## src/rtl/tbdec_pkg.sv

```systemverilog
package tbdec_pkg;
  localparam int unsigned DEF_TB_W    = 64;
  localparam int unsigned DEF_DEC_W   = 32;
  localparam int unsigned DEF_RATIO_W = 8;

  // Which halves of the timebase a write touches
  typedef struct packed {
    logic hi;
    logic lo;
  } half_we_t;
endpackage

```

## src/rtl/tbdec_prescale.sv

```systemverilog
module tbdec_prescale #(
  parameter int unsigned RATIO_W     = tbdec_pkg::DEF_RATIO_W,
  parameter int unsigned RESET_RATIO = 1
) (
  input  logic               clk,
  input  logic               rst_n,
  input  logic               ratio_we,
  input  logic [RATIO_W-1:0] ratio_wdata,
  output logic               tick
);
  localparam int unsigned EXT_W = RATIO_W + 1;

  logic [RATIO_W-1:0] ratio_q;
  logic [RATIO_W-1:0] frac_q;
  logic [EXT_W-1:0]   eff_ratio;
  logic [EXT_W-1:0]   frac_next;

  // A ratio of zero is treated as one
  always_comb begin
    eff_ratio = {1'b0, ratio_q};
    if (ratio_q == '0) eff_ratio = EXT_W'(1);
    frac_next = {1'b0, frac_q} + EXT_W'(1);
    tick      = (frac_next >= eff_ratio);
  end

  always_ff @(posedge clk or negedge rst_n) begin
    if (!rst_n) begin
      ratio_q <= RATIO_W'(RESET_RATIO);
      frac_q  <= '0;
    end else begin
      if (ratio_we) ratio_q <= ratio_wdata;
      // The remainder is not cleared by a ratio write
      if (tick) frac_q <= '0;
      else      frac_q <= frac_next[RATIO_W-1:0];
    end
  end
endmodule

```

## src/rtl/tbdec_timebase.sv

```systemverilog
module tbdec_timebase #(
  parameter int unsigned TB_W = tbdec_pkg::DEF_TB_W
) (
  input  logic               clk,
  input  logic               rst_n,
  input  logic               tick,
  input  tbdec_pkg::half_we_t half_we,
  input  logic [TB_W/2-1:0]  wdata,
  output logic [TB_W-1:0]    count
);
  localparam int unsigned HALF_W = TB_W / 2;

  logic [TB_W-1:0] count_q;
  logic [TB_W-1:0] stepped;
  logic [1:0]      we_vec;

  assign stepped = count_q + TB_W'(1);
  assign we_vec  = {half_we.hi, half_we.lo};

  for (genvar h = 0; h < 2; h++) begin : g_half
    always_ff @(posedge clk or negedge rst_n) begin
      if (!rst_n) begin
        count_q[h*HALF_W +: HALF_W] <= '0;
      end else if (we_vec[h]) begin
        count_q[h*HALF_W +: HALF_W] <= wdata;
      end else if (tick && (we_vec == 2'b00)) begin
        count_q[h*HALF_W +: HALF_W] <= stepped[h*HALF_W +: HALF_W];
      end
    end
  end

  assign count = count_q;
endmodule

```

## src/rtl/tbdec_decr.sv

```systemverilog
module tbdec_decr #(
  parameter int unsigned DEC_W = tbdec_pkg::DEF_DEC_W
) (
  input  logic             clk,
  input  logic             rst_n,
  input  logic             tick,
  input  logic             load,
  input  logic [DEC_W-1:0] wdata,
  output logic [DEC_W-1:0] count,
  output logic             wrap
);
  logic [DEC_W-1:0] count_q;
  logic             wrap_q;

  always_ff @(posedge clk or negedge rst_n) begin
    if (!rst_n) begin
      count_q <= '1;
      wrap_q  <= 1'b0;
    end else if (load) begin
      count_q <= wdata;
      wrap_q  <= 1'b0;
    end else if (tick) begin
      count_q <= count_q - DEC_W'(1);
      wrap_q  <= (count_q == '0);
    end else begin
      wrap_q  <= 1'b0;
    end
  end

  assign count = count_q;
  assign wrap  = wrap_q;
endmodule

```

## src/rtl/tbdec_top.sv

```systemverilog
module tbdec_top #(
  parameter int unsigned TB_W        = tbdec_pkg::DEF_TB_W,
  parameter int unsigned DEC_W       = tbdec_pkg::DEF_DEC_W,
  parameter int unsigned RATIO_W     = tbdec_pkg::DEF_RATIO_W,
  parameter int unsigned RESET_RATIO = 1
) (
  input  logic               clk,
  input  logic               rst_n,
  input  logic               ratio_we,
  input  logic [RATIO_W-1:0] ratio_wdata,
  input  logic               tbl_we,
  input  logic               tbu_we,
  input  logic               dec_we,
  input  logic [DEC_W-1:0]   wdata,
  output logic [TB_W-1:0]    tb_rd,
  output logic [DEC_W-1:0]   dec_rd,
  output logic               dec_irq
);
  localparam int unsigned HALF_W = TB_W / 2;

  logic                tick;
  tbdec_pkg::half_we_t tb_we;

  assign tb_we.lo = tbl_we;
  assign tb_we.hi = tbu_we;

  tbdec_prescale #(.RATIO_W(RATIO_W), .RESET_RATIO(RESET_RATIO)) pre_i (
    .clk(clk), .rst_n(rst_n), .ratio_we(ratio_we),
    .ratio_wdata(ratio_wdata), .tick(tick)
  );

  tbdec_timebase #(.TB_W(TB_W)) tb_i (
    .clk(clk), .rst_n(rst_n), .tick(tick), .half_we(tb_we),
    .wdata(HALF_W'(wdata)), .count(tb_rd)
  );

  tbdec_decr #(.DEC_W(DEC_W)) dec_i (
    .clk(clk), .rst_n(rst_n), .tick(tick), .load(dec_we),
    .wdata(wdata), .count(dec_rd), .wrap(dec_irq)
  );
endmodule

```

## config.mk

```make
export PLATFORM = sky130hd
export DESIGN_NAME = tbdec_top
export DESIGN_NICKNAME = d
export VERILOG_FILES = /design/src/rtl/tbdec_pkg.sv /design/src/rtl/tbdec_prescale.sv /design/src/rtl/tbdec_timebase.sv /design/src/rtl/tbdec_decr.sv /design/src/rtl/tbdec_top.sv
export SDC_FILE = /design/constraint.sdc
export NUM_CORES = 1
export LEC_CHECK = 0
export CORE_ASPECT_RATIO = 0.6
export CORE_UTILIZATION = 55
export DETAILED_ROUTE_END_ITERATION = 6
export PLACE_DENSITY = 0.83
export SETUP_SLACK_MARGIN = 0.15
export SLEW_MARGIN = 20
export SYNTH_ARGS = -nofsm -noshare
export SYNTH_HDL_FRONTEND = slang
export SYNTH_SLANG_ARGS = --single-unit
```

## constraint.sdc

```tcl
create_clock -name clk -period 4.35 [get_ports clk]
set_input_delay 0.87 -clock clk [delete_from_list [all_inputs] [get_ports clk]]
set_output_delay 0.87 -clock clk [all_outputs]
set_load 0.1 [all_outputs]
```

==> summary.md, run 1 <==
The detail route stage leaves a number of antenna-violating nets equal to 0. In the synthesized netlist the dominant register cell turns out to be dfrtp_1. The floorplan step defined a die boundary enclosing 13140 um^2. For this design, the sink count on the clock tree is 113. After synthesis, the most frequently instantiated cells are 80 x dfrtp_1, 63 x nand2_1, 47 x xnor2_1, 42 x mux2_2, 37 x o21ai_0. The total number of nets in the final design is 911, and the clock slew seen by the registers of the worst setup and hold paths is 0.06 ns. The logs give 0 for the count of endpoints failing hold in the final timing report and 4.65 ns for the required time of the critical path. The total global-route track usage was 35.37%; the diode insertion count for antenna repair was 0. The worst hold slack across all endpoints was 0.5326 ns; the fmax was 285.3 MHz.

The slew of the pin with the lowest slew margin came out at 1.045 ns. For this run, asynchronously set or reset flops after synthesis account for 100.0%. The sort of element at the end of the critical path is a flip-flop.

The register-to-register setup slack was 0.85 ns; the total length of routed wires was 22.69 mm. The number of rows created at floorplan is 31. Setup violations remaining at the end of the flow were counted as 0.

The congestion estimate from routability-driven global placement came to 0.9245. Largest net degree at the start of global routing: 64. Subtracting the final worst setup slack from the clock period gives 3.505 ns. The H-tree was split into 4 levels.

The synthesized design contains 113 register bits. In this run the standard cell core region covers 12220 um^2. The relative area change from synthesis to final layout was 31.82%. The run gives 0 ns as the total negative setup slack. The min-delay analysis places its worst path in the category reg2reg. The run finished with clean final reports. The most critical setup path has its startpoint at pre_i.frac_q[0]. The clock passes through at most 2 buffers.

Setup repair after global routing left no endpoint under its margin. The final routed DRC violation total was 0; the cts-stage hold buffer count was 0. The cell area power density was 499.7 nW/um^2. The number of vias per cell was 6.499. The tools report the end of the critical path as tb_i.count[32].

Counting distinct cell types in the post-synthesis netlist gives 56. Once the clock tree was built, the setup fixing pass inserted 0 buffers. TritonCTS built the clock tree. The clock skew after layout came out at 0.01307 ns. The cell type with the largest total area after synthesis was dfrtp_1. Summing all flip-flop and latch instances after layout gives 2869 um^2. The logs give 17 for the CTS buffer count and 721 for the cell count after synthesis.

Yosys attributes the largest share of cell area to dfrtp_1 29%, dfstp_2 12%, mux2_2 6.8%, xnor2_1 5.9%, xor2_1 4.4%. The tree is rooted in a clkbuf_16. The total power after layout is 4589 uW. The count of pins over their slew limit is 0. Among all cell types in the netlist, the one instantiated most often is dfrtp_1. When the netlist entered floorplanning its net count stood at 778. The first routing iteration left 673 violations. The number of global-route vias before repair was 6305.

The total overflow left after global routing is 0. The tools report the number of antenna violations at the first check in global routing as 0. Data on the critical path arrives at its endpoint at 3.81 ns. The run gives 0.42 ns as the later-pin clock latency in the skew report. For this configuration, the core starts out at a cell density of 57.03%. For the count of cells resized by post-cts repair, the log shows 0.

The leakage power is 0.003457 uW. Max-cap violations in this run came to 0. The period utilization was 80.57%.

The placed wire-length estimate after detailed placement came out at 15.90 mm. The multi-input combinational cells in the finished layout cover a total of 3850 um^2. The number of fill cells came out at 845. The post-route netlist has 16.72% of its cells at a drive strength greater than 1. Input and output buffers added on the ports amount to 142.

Dividing the synthesized area by the synthesized cell count gives 9.664 um^2. The run gives 41.17% as the post-synthesis sequential area ratio. The startpoint identified for the worst register-to-register timing path is pre_i.frac_q[0]. Of the post-synthesis cell area, the dominant cell type holds 28.73%. The worst-case reg-to-reg path depth works out to 11. The maximum resistive drop on vdd came out at 0.2936 mV. The category of the worst setup path launch point was a flip-flop. The number of warnings printed during yosys synthesis came out at 0. In the final routed layout, each cell accounts on average for 21.99 um.

The first-pass detailed-route iteration total came out at 6. The classification of the worst setup path was reg2reg. The synthesized area was 6968 um^2. The run gives 6707 as the overall via count from detail_route.

The tools report the end of the worst register-to-register path as tb_i.count[32]. The biggest fanout along the worst timing path came out at 36. The worst pin sits at a relative slew slack of 30.13%. The width of the chip works out to 147.3 um. For the count of pins on the block boundary, the log shows 143. The wire length of the first global-routing pass was 34.86 mm. The overall die height was 89.19 um; the number of synthesized flops with an enable pin was 0.
layer usage:
layer / track usage, % / part of all wire [%] / vias to the layer above
li1: - / - / 2944
met5: 0 / 0 / -
met4: 15.09 / 3.1 / 0
met3: 7.806 / 11 / 63
met2: 52.83 / 43 / 454
met1: 50.00 / 44 / 3246
how the worst min path moves through the flow:
stage	from	slack (ns)	end	cells after the start
floorplan	pre_i.frac_q[0]	0.49	pre_i.frac_q[0]	1
global placement	dec_i.count[25]	0.51	dec_i.count[25]	2
detailed placement	dec_i.count[31]	0.52	dec_i.count[31]	2
CTS	dec_i.count[31]	0.53	dec_i.count[31]	2
global route	dec_i.count[31]	0.56	dec_i.count[31]	2
finish	dec_i.count[31]	0.53	dec_i.count[31]	2
flip-flops by register name, indices dropped and copies added, names as in the netlist:
| register | flops |
|---|---|
| dec_i.count | 32 |
| dec_i.wrap | 1 |
| pre_i.frac_q | 8 |
| pre_i.ratio_q | 8 |
| tb_i.count | 64 |
worst max-delay path: stages (launching register included):
cell and delay, ns:
dfrtp_1 0.45, ha_1 0.27, nand3_1 0.21, xnor2_1 0.24, ha_1 0.27, a21o_1 0.16
a21oi_1 0.29, o21a_2 0.56, buf_12 0.28, a2111oi_0 0.16, xor2_1 0.20, mux2_2 0.29
area by class of cell:
| class | instances | area share, % |
|---|---|---|
| sequential | 113 | 31.24 |
| clock buffer | 22 | 5.163 |
| timing repair buffer | 155 | 16.81 |
| multi-input combinational | 538 | 41.92 |
| tap | 165 | 2.248 |
| inverter | 29 | 1.185 |
| clock inverter | 10 | 1.444 |
where the power goes:
part           total (uW)  leakage, uW  switching, uW  internal [uW]
sequential           1400      0.00130            186           1210
combinational        1740      0.00186           1260            483
clock                1440     0.000292            502            941
total                4590      0.00346           1950           2640
layout by cell type, fill, tap and decap left out, types with 7 or more instances in the layout:
| cell type | netlist | final |
|---|---|---|
| nor4_1 | 7 | 7 |
| o21ai_0 | 37 | 37 |
| o211ai_1 | 10 | 10 |
| or3_1 | 14 | 14 |
| a2111oi_1 | 16 | 16 |
| nand4_1 | 19 | 19 |
| a2111oi_2 | 8 | 8 |
| nand2_1 | 63 | 63 |
| and3_1 | 16 | 16 |
| clkbuf_16 | 0 | 17 |
| nor2_1 | 35 | 35 |
| clkdlybuf4s50_1 | 0 | 140 |
| xor2_1 | 35 | 35 |
| inv_1 | 27 | 27 |
| o2111ai_1 | 13 | 13 |
| nand3_1 | 33 | 33 |
| buf_4 | 0 | 12 |
| a21oi_1 | 10 | 9 |
| a211oi_1 | 14 | 14 |
| dfstp_2 | 33 | 33 |
| a2111oi_0 | 10 | 10 |
| ha_1 | 11 | 11 |
| o21ai_1 | 17 | 16 |
| nor3_1 | 14 | 14 |
| mux2_2 | 42 | 42 |
| dfrtp_1 | 80 | 80 |
| a31oi_1 | 13 | 13 |
| xnor2_1 | 47 | 47 |
logic make-up (layout without fill, tap and decap cells):
group / count (synthesis) / after routing / synth area share (%)
muxes: 44 / 44 / 7.075
xor gates and xnor gates: 82 / 82 / 10.31
AOI/OAI and AO/OA: 168 / 168 / 17.87
DFF: 113 / 113 / 41.17
and+or+nand+nor: 233 / 233 / 17.69
adders and majority gates: 11 / 11 / 1.975
buffers and inverters: 70 / 216 / 3.915
metrics by stage:
step / instance area (um^2) / cells / worst slack (ns) / utilization, %
floorplan: 6968 / 721 / 1.234 / -
global placement: 8543 / 999 / 0.9289 / 69.92
detailed placement: 8543 / 999 / 0.7987 / 69.92
CTS: 9150 / 1031 / 0.8001 / 74.89
global route: 9185 / 1032 / 0.6164 / 75.18
finish: 9185 / 1032 / 0.8451 / 75.18
Note: power is estimated with default switching activity, not from simulation.
==> run 2: changes to the inputs <==
--- a/config.mk
+++ b/config.mk
@@ -6,9 +6,9 @@
 export NUM_CORES = 1
 export LEC_CHECK = 0
 export CORE_ASPECT_RATIO = 0.6
-export CORE_UTILIZATION = 55
+export CORE_UTILIZATION = 47
 export DETAILED_ROUTE_END_ITERATION = 6
-export PLACE_DENSITY = 0.83
+export PLACE_DENSITY = 0.75
 export SETUP_SLACK_MARGIN = 0.15
 export SLEW_MARGIN = 20
 export SYNTH_ARGS = -nofsm -noshare
==> constraint.sdc (replaced) <==
create_clock -name clk -period 3 [get_ports clk]
set_input_delay 0.6 -clock clk [delete_from_list [all_inputs] [get_ports clk]]
set_output_delay 0.6 -clock clk [all_outputs]
set_load 0.1 [all_outputs]
==> run 2 against run 1 <==
  * Clock skew down 0.0035 ns
  * Sequential share of layout area is 1.3 points lower
  * Non-clock buffer count rose by 38
  * Wire length up 6.2%
  * Final cell count up 6.9%
  * Clock-buffer cell count up 4
  * Critical path depth unchanged
  * Combinational power rose by 60%
  * Total power up 52%
  * Largest cell class unchanged
==> summary.md, run 2 (synthesized netlist as in run 1, its figures left out) <==
The later-pin clock latency in the skew report is 0.42 ns (about the same), and the count of buffering cells on the critical path with inverters included is 1 (unchanged). The starting density of the core is 48.17% (was 57.03%), and the number of rows created at floorplan is 34 (was 31). The run gives 0 (unchanged) as the final antenna-violating net count. The part of the total power dissipated in the clock network is 30.8% (was 31.5%).

The count of endpoints failing hold in the final timing report came out at 0 (unchanged). The tools report the category of the worst setup path launch point as a flip-flop (unchanged). The logs give 4005 uW (was 2639 uW) for the cell internal power dissipation and 563 (was 673) for the DRC violation total after the first TritonRoute iteration.

Critical path's largest stage delay: 0.51 ns (was 0.56 ns). The logs give 113 (unchanged) for the number of clock sinks and 9713 um^2 (was 9185 um^2) for the total non-filler cell area in the finished layout. The tools report the clock tree buffer depth as 2 (unchanged). The sort of element at the end of the critical path is a flip-flop (unchanged). The number of vias per cell is 6.188 (was 6.499), and the cts-stage hold buffer count is 0 (unchanged). Cell repeated most along the worst path: and3_4 (was ha_1). The slowest library cell on the worst path was a2111o_1 (was o21a_2).

The residual overflow from global routing is 0 (unchanged), and the fraction of layout cells with a size suffix above 1 is 38.12% (was 16.72%). Critical path cell sequence: and3_4 > and3_4 > xor2_2 > ha_4 > nand3_4 > nor2_4 > a21oi_4 > buf_6 > a2111o_1 > or3_1 > a31oi_1 (was ha_1 > nand3_1 > xnor2_1 > ha_1 > a21o_1 > a21oi_1 > o21a_2 > buf_12 > a2111oi_0 > xor2_1 > mux2_2). For the instance area at placement, the log shows 8638 um^2 (was 8543 um^2). The diode insertion count for antenna repair was 0 (unchanged); the full die area was 15330 um^2 (was 13140 um^2). Number of antenna violations at the first check in global routing: 0 (unchanged).

The most common cell after layout, fill and taps aside is buf_4 (was clkdlybuf4s50_1). The logs give 3.33 ns (was 4.65 ns) for the required time of the critical path and 0.9483 (was 0.9245) for the final RePlAce weighted congestion. The fraction of power consumed by combinational cells is 39.9% (was 38.0%). Overall die height: 96.32 um (was 89.19 um). The tools report the net load switching power as 2978 uW (was 1951 uW).

The worst-case setup margin in the final layout is 0.05431 ns (was 0.8451 ns). For the area of the multi-input gates, the log shows 4168 um^2 (was 3850 um^2). The classification of the worst setup path is reg2reg (unchanged). The count of pins on the block boundary is 143 (unchanged), and the relative area change from synthesis to final layout is 39.40% (was 31.82%).

The final routed DRC violation total is 0 (unchanged), and the width of the chip is 159.2 um (was 147.3 um). The deepest level of the CTS H-tree was 4 (unchanged). Maximum resistive drop on vdd: 0.3796 mV (was 0.2936 mV).

The cell area power density was 718.9 nW/um^2 (was 499.7 nW/um^2). The switching share of power is 42.65% (was 42.50%), and the overall via count from detail_route is 6825 (was 6707). The class of the tightest hold or removal check is in2async (was reg2reg). Setup repair after global routing could not meet its margin everywhere.

The clock slew seen by the registers of the worst setup and hold paths was 0.06 ns (about the same); the headroom to the max-slew limit was 57.61% (was 30.13%). The CTS buffer count was 17 (unchanged). The total negative setup slack came out at 0 ns (unchanged).

The register share of total power was 29.3% (was 30.5%); the number of flip-flops in the largest register was 64 (unchanged). Biggest fanout along the worst timing path: 7 (was 36). The number of global-route vias before repair came out at 6509 (was 6305). The run gives 1062 (was 999) as the total placed cells including tap cells. The post-layout minimum cycle time was 2.946 ns (was 3.505 ns). The tools report the root buffer selected by CTS as clkbuf_16 (unchanged). For the total power after layout, the log shows 6983 uW (was 4589 uW). The logs give 31.29% (was 35.37%) for the total global-route track usage and 0 (unchanged) for the total of max-cap violations.

Most frequent cells in the layout: 139 x buf_4, 62 x nand2_1, 52 x dfrtp_1, 46 x xnor2_1, 43 x clkdlybuf4s50_1 (was 140 x clkdlybuf4s50_1, 80 x dfrtp_1, 63 x nand2_1, 47 x xnor2_1, 42 x mux2_2). The placeable core region was 14460 um^2 (was 12220 um^2); the wire length of the first global-routing pass was 35.90 mm (was 34.86 mm). The largest net degree at the start of global routing was 46 (was 64). The worst-case setup slack after placement was -0.1020 ns (was 0.7987 ns); the period utilization was 98.19% (was 80.57%). The logs give 339.5 MHz (was 285.3 MHz) for the fmax and 1103 (was 1032) for the number of standard cells in the layout, taps in and fillers out.

The worst path arrival time was 3.28 ns (was 3.81 ns). The placed wire-length estimate after detailed placement was 17.30 mm (was 15.90 mm); the first-pass detailed-route iteration total was 5 (was 6). The flow ran to the end, and the final reports show no timing, DRC or antenna violations.

The average wire length per cell after detail routing was 21.84 um (was 21.99 um); the clock skew after layout was 0.009565 ns (was 0.01307 ns). Gate family responsible for the most delay along the worst path: simple AND/OR/NAND/NOR gates (was compound AO/OA/AOI/OAI gates). The run gives 2904 um^2 (was 2869 um^2) as the total area of sequential cells. The number of fill cells came out at 1097 (was 845). The number of buffer cells added on primary ports came out at 142 (unchanged). The slew of the pin with the lowest slew margin is 0.6358 ns (was 1.045 ns), and the leakage power is 0.003752 uW (was 0.003457 uW).

TritonCTS built the clock tree. The tools report the setup-violating endpoint count in the final report as 0 (unchanged). Total number of nets in the final design: 949 (was 911). The count of pins over their slew limit is 0 (unchanged). The run gives 24.09 mm (was 22.69 mm) as the total length of routed wires.
## run 2: cell type report
cell class                      count  area share, %
Clock buffer                       26          6.029
Clock inverter                      6         0.5797
Inverter                           29          1.121
Multi-Input combinational cell    538          42.91
Sequential cell                   113          29.90
Tap cell                          198          2.551
Timing Repair Buffer              193          16.91
## run 2: what timing repair did
item / in CTS / in global routing
resized for setup: 29 / 38
pin swaps: 3 / 20
setup endpoints to repair: 60 / 78
buffers inserted: 4 / 5
## run 2: per-stage QoR
step | hold slack, ns | utilization (%)
floorplan | 0.3044 | -
global route | 0.2563 | 67.15
detailed placement | 0.5218 | 59.72
global placement | 0.5108 | 59.72
CTS | 0.2322 | 65.24
finish | 0.2253 | 67.15
## run 2: routing by layer
layer | up-vias | part of all wire (%) | track usage, % | wire length (um)
met3 | 61 | 10 | 7.928 | 2494
met5 | - | 0 | 0 | 0
li1 | 3018 | - | - | -
met4 | 0 | 2.9 | 14.58 | 707
met1 | 3351 | 44 | 43.75 | 10610
met2 | 395 | 43 | 45.50 | 10280
## run 2: power groups by stage
stage	clock network, uW	logic [uW]	registers (uW)
after floorplan	0	775	3020
after global placement	0	2490	2030
after detailed placement	0	2530	2040
after CTS	2160	2610	2020
after global routing	2240	2910	2070
final	2150	2780	2050
## run 2: worst paths after layout
path                                       from               to  slack, ns  cells past startpoint
worst max-delay path            pre_i.frac_q[1]   tb_i.count[61]       0.05                     11
worst min-delay path                      rst_n    tb_i.count[2]       0.23                      1
worst max register to register  pre_i.frac_q[1]   tb_i.count[61]       0.05                     11
worst min register to register  dec_i.count[30]  dec_i.count[30]       0.54                      2
max in group asynchronous                 rst_n   dec_i.count[3]       2.02                      2
min in group clk                dec_i.count[30]  dec_i.count[30]       0.54                      2
## run 2: worst register-to-register path: cells and delay by family (launching register included)
kind,cells,cell delay (ns)
simple gates,5,1.03
compound gates,3,0.79
flops,1,0.44
fa+ha+maj,1,0.30
xor+xnor,1,0.19
buf+inv,1,0.14
==> run 3: changes to the inputs <==
--- a/config.mk
+++ b/config.mk
@@ -6,9 +6,10 @@
 export NUM_CORES = 1
 export LEC_CHECK = 0
 export CORE_ASPECT_RATIO = 0.6
-export CORE_UTILIZATION = 47
+export CORE_UTILIZATION = 48
+export CTS_BUF_LIST = sky130_fd_sc_hd__clkbuf_4 sky130_fd_sc_hd__clkbuf_8
 export DETAILED_ROUTE_END_ITERATION = 6
-export PLACE_DENSITY = 0.75
+export PLACE_DENSITY = 0.76
 export SETUP_SLACK_MARGIN = 0.15
 export SLEW_MARGIN = 20
 export SYNTH_ARGS = -nofsm -noshare
==> run 3 against run 2 <==
  * The flow now finishes with violations (setup timing)
  * Via count grew 7.4%
  * Total power grew 5.3%
  * Sequential power is essentially flat
==> summary.md, run 3 (synthesized netlist as in run 1, its figures left out) <==
The run gives 13910 um^2 (was 14460 um^2) as the placeable core region. The full die area was 15020 um^2 (was 15330 um^2); the worst-case reg-to-reg path depth was 11 (unchanged). First-pass detailed-route iteration total: 7 (was 5). For the diode insertion count for antenna repair, the log shows 0 (unchanged).

The number of flip-flops in the largest register is 64 (unchanged), and the deepest level of the CTS H-tree is 4 (unchanged). Worst path arrival time: 3.47 ns (was 3.28 ns). The biggest fanout along the worst timing path was 8 (was 7); the final RePlAce weighted congestion was 0.9377 (was 0.9483).

The required time of the critical path is 3.39 ns (was 3.33 ns), and the register-to-register setup slack is -0.08 ns (was 0.05 ns). The overall die height came out at 95.33 um (was 96.32 um). The number of antenna violations at the first check in global routing is 0 (unchanged).

The setup-violating endpoint count in the final report was 11 (was 0). The sort of element at the end of the critical path is a flip-flop (unchanged). The number of vias per cell was 6.467 (was 6.188). The wire length of the first global-routing pass is 37.85 mm (was 35.90 mm). Slew of the pin with the lowest slew margin: 0.7090 ns (was 0.6358 ns). The slowest library cell on the worst path was a2111o_1 (unchanged). For the count of pins on the block boundary, the log shows 143 (unchanged).

Worst-case setup slack after placement: -0.1955 ns (was -0.1020 ns). The run gives -0.08366 ns (was 0.05431 ns) as the worst-case setup margin in the final layout. The launch point of the worst reg-to-reg path is pre_i.frac_q[3] (was pre_i.frac_q[1]).

The tools report the placed wire-length estimate after detailed placement as 17.39 mm (was 17.30 mm). The maximum resistive drop on vdd is 0.4004 mV (was 0.3796 mV), and the count of endpoints failing hold in the final timing report is 0 (unchanged). For the final routed DRC violation total, the log shows 0 (unchanged).

The checks that failed: setup timing. The final antenna-violating net count was 0 (unchanged); the width of the chip was 157.5 um (was 159.2 um). The tools report the category of the worst setup path launch point as a flip-flop (unchanged). The starting density of the core came out at 50.08% (was 48.17%).

The end of the worst register-to-register path was tb_i.count[59] (was tb_i.count[61]). The relative area change from synthesis to final layout is 52.42% (was 39.40%), and the clock slew seen by the registers of the worst setup and hold paths is 0.08 ns (was 0.06 ns). The tools report the total length of routed wires as 28.17 mm (was 24.09 mm). TritonCTS built the clock tree. The cts-stage hold buffer count was 0 (unchanged). The clock tree buffer depth is 2 (unchanged), and the total negative setup slack is -0.3934 ns (was 0 ns).

For the largest net degree at the start of global routing, the log shows 53 (was 46). The tools report the number of global-route vias before repair as 6627 (was 6509). The average wire length per cell after detail routing is 24.87 um (was 21.84 um).

For the total global-route track usage, the log shows 34.44% (was 31.29%). The post-layout minimum cycle time was 3.084 ns (was 2.946 ns). The fmax is 324.3 MHz (was 339.5 MHz). The leakage power is 0.004012 uW (was 0.003752 uW).

Most frequent cells in the layout: 149 x buf_4, 62 x nand2_1, 53 x dfrtp_1, 43 x xnor2_1, 43 x clkdlybuf4s50_1 (was 139 x buf_4, 62 x nand2_1, 52 x dfrtp_1, 46 x xnor2_1, 43 x clkdlybuf4s50_1). The tools report the root buffer selected by CTS as clkbuf_8 (was clkbuf_16). The overall via count from detail_route came out at 7327 (was 6825). The tools report the DRC violation total after the first TritonRoute iteration as 784 (was 563). Class of the tightest hold or removal check: in2async (unchanged). Period utilization: 102.8% (was 98.19%). The later-pin clock latency in the skew report is 0.47 ns (was 0.42 ns), and the fraction of layout cells with a size suffix above 1 is 43.89% (was 38.12%). The CTS buffer count came out at 17 (unchanged).

The logs give 33 (was 34) for the number of rows created at floorplan and 985 (was 949) for the total number of nets in the final design. The number of clock sinks is 113 (unchanged). The critical path's largest stage delay is 0.51 ns (about the same), and the headroom to the max-slew limit is 52.38% (was 57.61%).

Cell repeated most along the worst path: and3_4 (unchanged). Critical path cell sequence: and3_4 > and3_4 > xor2_2 > ha_1 > nand3_4 > nor2_4 > a21oi_4 > buf_12 > a2111o_1 > or3_1 > a31oi_1 (was and3_4 > and3_4 > xor2_2 > ha_4 > nand3_4 > nor2_4 > a21oi_4 > buf_6 > a2111o_1 > or3_1 > a31oi_1). Clock skew after layout: 0.01489 ns (was 0.009565 ns). The run finished, with violations left.

Source of the critical timing path: pre_i.frac_q[3] (was pre_i.frac_q[1]). The total of max-cap violations came out at 0 (unchanged). Setup repair after global routing could not meet its margin everywhere.

The residual overflow from global routing is 0 (unchanged). The cell area power density was 692.1 nW/um^2 (was 718.9 nW/um^2). The classification of the worst setup path was reg2reg (unchanged).

The number of buffer cells added on primary ports is 142 (unchanged). Most common cell after layout, fill and taps aside: buf_4 (unchanged). The count of pins over their slew limit was 0 (unchanged).
==> run 3: changes by cell type in the layout (fill, tap and decap cells not counted), moves of 10 or more <==
cell       previous run  this run
buf_6                 3        13
clkbuf_8              2        19
a2111oi_2            22         2
buf_4               139       149
a211oi_1             14         3
a2111oi_4             7        31
clkbuf_16            22         4
==> run 3: how the worst max path moves through the flow <==
stage / to / slack [ns]
floorplan: tb_i.count[24] / 0.16
global placement: tb_i.count[57] / -0.02
detailed placement: tb_i.count[6] / -0.20
CTS: tb_i.count[62] / 0.12
global route: tb_i.count[59] / -0.15
finish: tb_i.count[59] / -0.08
==> run 3: area by class of cell <==
class | count | area, um^2
clock inverters | 11 | 160.2
fillers | 856 | 3294
inverters | 29 | 108.9
repair buffers | 228 | 2161
flip-flops and latches | 113 | 2903
multi-input cells | 539 | 4771
clock buffers | 21 | 276.5
well taps | 192 | 240.2
==> run 3: through the flow <==
stage | hold slack (ns) | power [uW] | instance area (um^2) | instances | util, %
after global placement | 0.5127 | 4551 | 8696 | 1063 | 62.49
after floorplan | 0.3044 | 3794 | 7008 | 721 | -
final | 0.1489 | 7350 | 10620 | 1133 | 76.32
after detailed placement | 0.5279 | 4610 | 8696 | 1063 | 62.49
after CTS | 0.1645 | 6601 | 9627 | 1110 | 69.18
after global routing | 0.1850 | 7547 | 10620 | 1133 | 76.32
==> run 3: report_power, final <==
part	total, uW	internal (uW)	switching, uW
clock	1660	962	694
sequential	2050	1770	281
combinational	3650	1260	2390
==> run 3: worst max-delay path, delay by kind of cell, from the launching register on <==
family          cells  cell delay, ns
xor+xnor            1            0.18
fa+ha+maj           1            0.37
flops               1            0.39
buf+inv             1            0.15
compound gates      3            0.76
simple gates        5            1.15
==> run 3: what timing repair did <==
item | CTS | global route
gates cloned | 3 | 4
setup buffers | 12 | 19
endpoints found under the setup margin | 81 | 83
pin swaps | 23 | 75
gates resized for setup | 52 | 115
==> run 3: routing by layer <==
layer | global-route usage, % | routed length, um | vias to the layer above
met1 | 48.75 | 11780 | 3632
met5 | 0 | 0 | -
li1 | - | - | 3082
met3 | 8.773 | 3167 | 87
met4 | 13.19 | 889 | 0
met2 | 50.44 | 12340 | 526
